--- config.mk ---
export PLATFORM = sky130hd
export DESIGN_NAME = wdt_win
export DESIGN_NICKNAME = d
export VERILOG_FILES = /design/src/rtl/wdt_pkg.sv /design/src/rtl/wdt_span_decode.sv /design/src/rtl/wdt_enable.sv /design/src/rtl/wdt_judge.sv /design/src/rtl/wdt_win.sv
export SDC_FILE = /design/constraint.sdc
export NUM_CORES = 1
export LEC_CHECK = 0
export ABC_AREA = 1
export BUFFER_PORTS_ARGS = -buffer_cell sky130_fd_sc_hd__buf_4
export CAP_MARGIN = 10
export CORE_ASPECT_RATIO = 1.25
export CORE_MARGIN = 5
export CORE_UTILIZATION = 64
export DETAILED_ROUTE_END_ITERATION = 16
export PLACE_DENSITY = 0.82
export SETUP_SLACK_MARGIN = 0.3
export SYNTH_ARGS = -nofsm -noshare
export SYNTH_HDL_FRONTEND = slang
export SYNTH_HIERARCHICAL = 1
export SYNTH_SLANG_ARGS = --single-unit
--- constraint.sdc ---
create_clock -name clk -period 10.8 [get_ports clk]
set_clock_uncertainty 0.05 [all_clocks]
set_input_delay 2.7 -clock clk [delete_from_list [all_inputs] [get_ports clk]]
set_output_delay 2.7 -clock clk [all_outputs]
set_load 0.1 [all_outputs]
--- src/rtl/wdt_pkg.sv ---
package wdt_pkg;

    // Outcome of one cycle of watchdog evaluation
    typedef enum logic [1:0] {
        EV_NONE   = 2'd0,
        EV_CLEAR  = 2'd1,
        EV_EARLY  = 2'd2,
        EV_EXPIRE = 2'd3
    } evt_e;

    // Clamp a postscale exponent to the largest supported value
    function automatic int unsigned clamp_exp(input int unsigned code,
                                              input int unsigned top);
        return (code > top) ? top : code;
    endfunction

endpackage

--- src/rtl/wdt_span_decode.sv ---
module wdt_span_decode #(
    parameter int CODE_W   = 5,
    parameter int MAX_CODE = 20,
    parameter int CNT_W    = MAX_CODE + 1
) (
    input  logic              clk,
    input  logic              rst,
    input  logic [CODE_W-1:0] code_i,
    output logic [CNT_W-1:0]  limit_o,
    output logic [CNT_W-1:0]  open_o
);
    localparam logic [CNT_W-1:0] ONE = CNT_W'(1);

    logic [CODE_W-1:0] code_q;
    logic [CNT_W-1:0]  qtr;
    int unsigned       exp_v;

    // Code is held while the timer is out of reset
    always_ff @(posedge clk) begin
        if (rst) code_q <= code_i;
    end

    always_comb begin
        exp_v   = wdt_pkg::clamp_exp(32'(code_q), MAX_CODE);
        limit_o = ONE << exp_v;
        qtr     = limit_o >> 2;
        if (qtr == '0) qtr = ONE;
        open_o  = limit_o - qtr;
    end
endmodule

--- src/rtl/wdt_enable.sv ---
module wdt_enable (
    input  logic clk,
    input  logic rst,
    input  logic force_on,
    input  logic wr_en,
    input  logic wr_val,
    output logic active
);
    logic sw_en_q;

    always_ff @(posedge clk) begin
        if (rst)        sw_en_q <= 1'b0;
        else if (wr_en) sw_en_q <= wr_val;
    end

    assign active = force_on | sw_en_q;
endmodule

--- src/rtl/wdt_judge.sv ---
module wdt_judge #(
    parameter int CNT_W = 21
) (
    input  logic             active,
    input  logic             tick,
    input  logic             clear,
    input  logic             win_en,
    input  logic [CNT_W-1:0] cnt,
    input  logic [CNT_W-1:0] limit,
    input  logic [CNT_W-1:0] open_at,
    output wdt_pkg::evt_e    ev
);
    always_comb begin
        ev = wdt_pkg::EV_NONE;
        if (active) begin
            if (clear) begin
                if (win_en && (cnt < open_at)) ev = wdt_pkg::EV_EARLY;
                else                           ev = wdt_pkg::EV_CLEAR;
            end else if (tick && (cnt == limit - CNT_W'(1))) begin
                ev = wdt_pkg::EV_EXPIRE;
            end
        end
    end
endmodule

--- src/rtl/wdt_win.sv ---
module wdt_win #(
    parameter int CODE_W   = 5,
    parameter int MAX_CODE = 20
) (
    input  logic              clk,
    input  logic              rst,
    input  logic              tick,
    input  logic              cfg_force_on,
    input  logic              cfg_win_off,
    input  logic [CODE_W-1:0] cfg_scale,
    input  logic              sw_wr_en,
    input  logic              sw_en_val,
    input  logic              sw_clear,
    output logic              rst_req,
    output logic              timed_out,
    output logic              wd_active
);
    localparam int CNT_W = MAX_CODE + 1;

    logic [CNT_W-1:0] limit, open_at, cnt_q;
    logic             req_q, flag_q, active;
    wdt_pkg::evt_e    ev;

    wdt_span_decode #(.CODE_W(CODE_W), .MAX_CODE(MAX_CODE), .CNT_W(CNT_W)) u_span (
        .clk(clk), .rst(rst), .code_i(cfg_scale),
        .limit_o(limit), .open_o(open_at)
    );

    wdt_enable u_en (
        .clk(clk), .rst(rst), .force_on(cfg_force_on),
        .wr_en(sw_wr_en), .wr_val(sw_en_val), .active(active)
    );

    wdt_judge #(.CNT_W(CNT_W)) u_judge (
        .active(active), .tick(tick), .clear(sw_clear), .win_en(~cfg_win_off),
        .cnt(cnt_q), .limit(limit), .open_at(open_at), .ev(ev)
    );

    always_ff @(posedge clk) begin
        if (rst) begin
            cnt_q  <= '0;
            req_q  <= 1'b0;
            flag_q <= 1'b0;
        end else begin
            req_q <= 1'b0;
            case (ev)
                wdt_pkg::EV_EXPIRE: begin
                    cnt_q  <= '0;
                    req_q  <= 1'b1;
                    flag_q <= 1'b1;
                end
                wdt_pkg::EV_EARLY: begin
                    cnt_q <= '0;
                    req_q <= 1'b1;
                end
                wdt_pkg::EV_CLEAR: cnt_q <= '0;
                default: begin
                    if (!active)   cnt_q <= '0;
                    else if (tick) cnt_q <= cnt_q + CNT_W'(1);
                end
            endcase
        end
    end

    assign rst_req   = req_q;
    assign timed_out = flag_q;
    assign wd_active = active;
endmodule

==> flow_metrics.py, run 1 <==
metrics = {
    "floorplanning": {
        "die_height_um": 103,
        "initial_core_util": 0.661,
        "core_mm2": 0.00665,
        "die_x_um": 84.1,
        "rows": 33,
        "die-area_mm2": 0.00864,
        "pin_count": 16,
    },
    "global_route": {
        "first_global_vias": 4615,
        "antenna_found_initial": 0,
        "grt-ovfl-total": 0,
        "grt_max_degree": 16,
        "track_usage": 0.279,
        "grt_pass1_wl_mm": 19.9,
    },
    "finish": {
        "nNetsFinal": 830,
        "drive_gt1_frac": 0.0879,
        "num_antenna_cells": 0,
        "area_growth_pct": 6.49,
        "layout.cell_area.non_filler_mm2": 0.00468,
        "fill_cells": 634,
    },
    "cts": {
        "ctsHoldBuffers": 0,
        "clkSinkCount": 29,
        "htreeDepth": 2,
        "ctsResizeCount": 0,
        "clkTransAtPathRegs_ns": 0.06,
        "postCtsSetupBuffers": 0,
        "clk_latency_ns": 0.28,
        "numCtsBuffers": 5,
        "cts_max_path_buffers": 2,
        "cts_tree": "built",
        "ctsRootBufferMaster": "clkbuf_8",
    },
    "outcome": {
        "status": "completed",
    },
    "critical_path": {
        "critPathMaxStageDelay_ns": 0.25,
        "cp_max_fo": 3,
        "worstSetupStartpointType": "primary input",
        "endpoint_kind": "output port",
        "crit_chain": "buf_4 -> or2_1 -> buf_4",
        "critPathMostFrequentCell": "buf_4",
        "worstPathArrival_ns": 3.30,
        "slowest_stage": "buf_4",
        "critPathKind": "in -> out",
        "required_ns": 8.05,
    },
    "place": {
        "port_buffers": 15,
        "gp_congestion": 0.964,
        "place_area_mm2": 0.00460,
        "dp_hpwl_mm": 9.61,
    },
    "routing": {
        "drt_first_pass_iters": 5,
        "vias": 4776,
        "wl_mm": 11.6,
        "ant_nets": 0,
        "wl_per_cell_um": 13.4,
        "drt_iter0_markers": 291,
        "via_per_inst": 5.55,
        "drc": 0,
    },
    "power": {
        "leakage_uw": 0.00271,
        "power_density_mw_per_mm2": 98.6,
        "vdd_drop_max_v": 0.000145,
        "total_power_uw": 462,
    },
    "timing": {
        "tightestPinTransition_ns": 0.521,
        "rsz0062_at_grt": "false",
        "setup_viol_count_final": 0,
        "min_period_ns": 6.05,
        "maxSlewHeadroom": 0.652,
        "whs_ns": 0.446,
        "clock.fmax_mhz": 165,
        "fin_tns_setup_ns": 0,
        "fin_crit_sh": 0.560,
        "maxSlewViolCount": 0,
        "hold_viol_final": 0,
    },
    "synth": {
        "yosysSeqAreaShare": 0.143,
        "syn_area_mm2": 0.00440,
        "syn_nets": 810,
        "synth_largest_area_cell": "nand2_1",
        "yosys-top-cells-area": "nand2_1, ha_1, inv_1",
        "synthArstFlopShare": 0,
        "synth_area_per_cell_um2": 5.84,
        "synth_top_area_share": 0.180,
        "ys_seq_elements": 29,
        "synth_top_flop_cell": "dfxtp_1",
        "yosysWarningCount": 6,
        "synth_edf_count": 5,
        "syn_inst": 753,
        "yosysUniqueCellTypes": 42,
    },
    "flow_run": {
        "max-cap-violations": 0,
    },
    "worst_hold_path": {
        "min_path_type": "reg -> reg",
    },
}
[registers in the layout (all words and copies together), names as in the netlist]
| name | count |
|---|---|
| rst_req | 1 |
| cnt_q | 21 |
| u_en/sw_en_q | 1 |
| timed_out | 1 |
| u_span/code_q | 5 |
[layer usage]
layer  up-vias  GRT usage  share of wire
li1       2404          -              -
met1      2169      0.314           0.40
met2       168      0.526           0.51
met3        35     0.0176          0.046
met4         0      0.152          0.044
met5         -          0              0
[cells in the mapped netlist (6+ instances only)]
master,number
nor2_2,11
dfxtp_1,24
nand2_1,211
xor2_1,21
a21oi_1,41
nor3_1,9
ha_1,43
xnor2_1,8
nand2_4,6
o21ai_0,10
nor2_1,100
nand4_1,19
nand3_1,54
inv_1,139
nor2_4,6
[cell usage in the layout (no fill, tap or decap), types with 2 or more instances in the layout]
master	instances
nand2_1	211
inv_1	139
nor2_1	100
nand3_1	54
ha_1	43
a21oi_1	41
dfxtp_1	24
xor2_1	21
nand4_1	19
buf_4	15
nor2_2	11
o21ai_0	10
nor3_1	9
xnor2_1	8
nand2_4	6
nor2_4	6
nand2_2	5
clkbuf_8	5
edfxtp_1	5
inv_2	4
nor2_8	4
o21bai_1	4
nand3b_1	4
and2_1	3
a21oi_2	2
clkinv_2	2
or2_2	2
[worst paths after layout]
path	from	end	slack, ns	depth (start not counted)
setup / recovery	cfg_force_on	wd_active	4.75	3
hold / removal	timed_out	timed_out	0.45	2
setup reg to reg	u_span/code_q[2]	cnt_q[5]	4.96	35
hold reg to reg	timed_out	timed_out	0.45	2
[report_power, final]
part	total (uW)	switching (uW)	internal, uW
registers	116	3.30	113
logic	262	171	91.1
clock network	84.1	39.6	44.5
[worst max-delay path, delay by kind of cell]
kind,cells,cell delay (ns)
buffers and inverters,2,0.36
AND/OR/NAND/NOR,1,0.24
[layout make-up]
type | instances | area [um2] | area share
clock buffers | 6 | 72.6 | 0.0155
clock inverters | 2 | 10.0 | 0.00214
inverters | 145 | 547 | 0.117
multi-input cells | 577 | 3200 | 0.684
flip-flops and latches | 29 | 631 | 0.135
well taps | 87 | 109 | 0.0232
repair buffers | 15 | 113 | 0.0241
[cell families (layout without fill, tap and decap cells)]
logic type                 Yosys count  count (layout)  share of synthesized area
AOI/OAI and AO/OA                   65              65                     0.0837
xor gates and xnor gates            29              29                     0.0578
adders and majority gates           44              44                      0.127
buffers and inverters              147             168                      0.129
DFF                                 29              29                      0.143
and+or+nand+nor                    439             439                      0.460
[metrics by stage]
stage,utilization,setup slack [ns],instances
2_1_floorplan,-,4.62,753
3_3_place_gp,0.692,4.76,853
3_5_place_dp,0.692,4.75,853
4_1_cts,0.704,4.75,861
5_1_grt,0.704,4.40,861
6_report,0.704,4.75,861
Note: power is estimated with default switching activity, not from simulation.
==> run 2: changes to the inputs <==
clock period = 6 ns   (was 10.8 ns; I/O delays follow)
==> run 2 against run 1 <==
- worst hold slack got worse by 0.014 ns
- via count stayed put
- final cell count rose by 1.2%
- total power increased by 88%
- critical endpoint is now cnt_q[19]
- largest power group unchanged
- highest routed layer unchanged
==> flow_metrics.py, run 2 (same netlist as run 1, synthesis figures left out) <==
metrics = {
    "outcome": {
        "status": "completed",
    },
    "critical_path": {
        "worst-path-buf-inv": 8,
        "cp_num_cells": 34,
        "critPathMostFrequentCell": "nand2_1",
        "slowest_stage": "edfxtp_1",
        "critPathKind": "reg -> reg",
        "required_ns": 6.13,
        "crit_family": "simple AND/OR/NAND/NOR gates",
        "endpoint_kind": "register",
        "critPathMaxStageDelay_ns": 0.46,
        "r2r_cells": 34,
        "worstSetupStartpointType": "register",
        "cp_max_fo": 9,
        "worstPathArrival_ns": 5.51,
    },
    "finish": {
        "nNetsFinal": 840,
        "top_regs": "cnt_q x21, u_span/code_q x5",
        "final_common_cell": "nand2_1",
        "largest_register_ff_count": 21,
        "final_cell_mix": "nand2_1, inv_1, nor2_1, nand3_1, ha_1",
        "regMostFlops": "cnt_q",
        "drive_gt1_frac": 0.102,
        "area_growth_pct": 8.94,
        "num_antenna_cells": 0,
    },
    "cts": {
        "cts_max_path_buffers": 2,
        "htreeDepth": 2,
        "clkSinkCount": 29,
        "numCtsBuffers": 5,
        "cts_tree": "built",
        "clk_latency_ns": 0.29,
        "clkTransAtPathRegs_ns": 0.06,
        "ctsRootBufferMaster": "clkbuf_8",
    },
    "power": {
        "vdd_drop_max_v": 0.000196,
        "total_power_uw": 868,
        "power_density_mw_per_mm2": 181,
        "leakage_uw": 0.00276,
    },
    "timing": {
        "maxSlewHeadroom": 0.693,
        "setup_viol_count_final": 0,
        "worst_slack_ns": 0.613,
        "tightestPinTransition_ns": 0.457,
        "rsz0062_at_grt": "false",
        "hold_viol_final": 0,
        "fin_crit_sh": 0.898,
        "min_period_ns": 5.39,
        "fin_tns_setup_ns": 0,
        "clock.fmax_mhz": 186,
        "maxSlewViolCount": 0,
    },
    "routing": {
        "ant_nets": 0,
        "wl_mm": 12.0,
        "drt_iter0_markers": 322,
        "drc": 0,
        "vias": 4776,
        "wl_per_cell_um": 13.8,
        "via_per_inst": 5.48,
        "drt_first_pass_iters": 7,
    },
    "place": {
        "dp_hpwl_mm": 9.93,
        "gp_congestion": 0.981,
        "port_buffers": 15,
        "pre_cts_ws_ns": 0.514,
    },
    "worst_hold_path": {
        "holdPathStages": 2,
        "min_path_type": "reg -> reg",
    },
    "global_route": {
        "grt_max_degree": 16,
        "grt_pass1_wl_mm": 19.7,
        "antenna_found_initial": 0,
        "grt-ovfl-total": 0,
        "track_usage": 0.280,
        "first_global_vias": 4515,
    },
    "floorplanning": {
        "core_mm2": 0.00665,
        "pin_count": 16,
        "die_x_um": 84.1,
        "initial_core_util": 0.661,
        "die_height_um": 103,
        "die-area_mm2": 0.00864,
        "rows": 33,
    },
    "flow_run": {
        "max-cap-violations": 0,
    },
}
==> run 2: cell types whose count changed in the layout (fill, tap and decap cells not counted), sizes merged <==
cell	before	now
clkinvlp	0	1
inv	144	143
buf	15	25
==> run 2: area by class of cell <==
class / count / area (um2)
clock inverter: 2 / 8.76
tap: 87 / 109
sequential: 29 / 631
fill: 604 / 1860
clock buffer: 6 / 82.6
inverter: 145 / 551
timing repair buffer: 25 / 200
multi-input combinational: 577 / 3210
==> run 2: final timing paths <==
kind,from,end,slack [ns]
max,u_span/code_q[2],cnt_q[19],0.61
min,timed_out,timed_out,0.43
max reg2reg,u_span/code_q[2],cnt_q[19],0.61
min reg2reg,timed_out,timed_out,0.43
==> run 2: through the flow <==
stage | cells | hold slack (ns) | utilization | area [um2]
4_1_cts | 867 | 0.436 | 0.712 | 4740
3_5_place_dp | 859 | 0.417 | 0.699 | 4640
6_report | 871 | 0.431 | 0.720 | 4790
2_1_floorplan | 753 | 0.394 | - | 4400
5_1_grt | 871 | 0.477 | 0.720 | 4790
3_3_place_gp | 859 | 0.417 | 0.699 | 4640
==> run 2: worst reg2reg max path: cells and delay by family, from the launching register on <==
kind / cells / cell delay (ns)
adders and majority gates: 3 / 0.94
buffers and inverters: 8 / 1.07
and+or+nand+nor: 21 / 2.49
AOI/OAI and AO/OA: 2 / 0.27
DFF: 1 / 0.46
==> run 2: repair_timing <==
item | 4_1_cts | 5_1_grt
buffers inserted | 0 | 4
hold buffers | 0 | 0
endpoints found under the setup margin | 0 | 15
resized for setup | 0 | 4
==> run 2: metal layers <==
metal / vias to the layer above / track usage / share of wire / routed length, um
li1: 2424 / - / - / -
met5: - / 0 / 0 / 0
met3: 40 / 0.0320 / 0.046 / 549
met1: 2141 / 0.321 / 0.42 / 5050
met4: 0 / 0.146 / 0.048 / 575
met2: 171 / 0.513 / 0.49 / 5840
==> run 2: power breakdown <==
group / total [uW] / switching (uW) / leakage, uW / internal [uW]
Combinational: 494 / 323 / 0.00247 / 171
Clock: 165 / 74.8 / 0.0000486 / 90.6
Sequential: 209 / 6.07 / 0.000243 / 203
Total: 868 / 404 / 0.00276 / 464
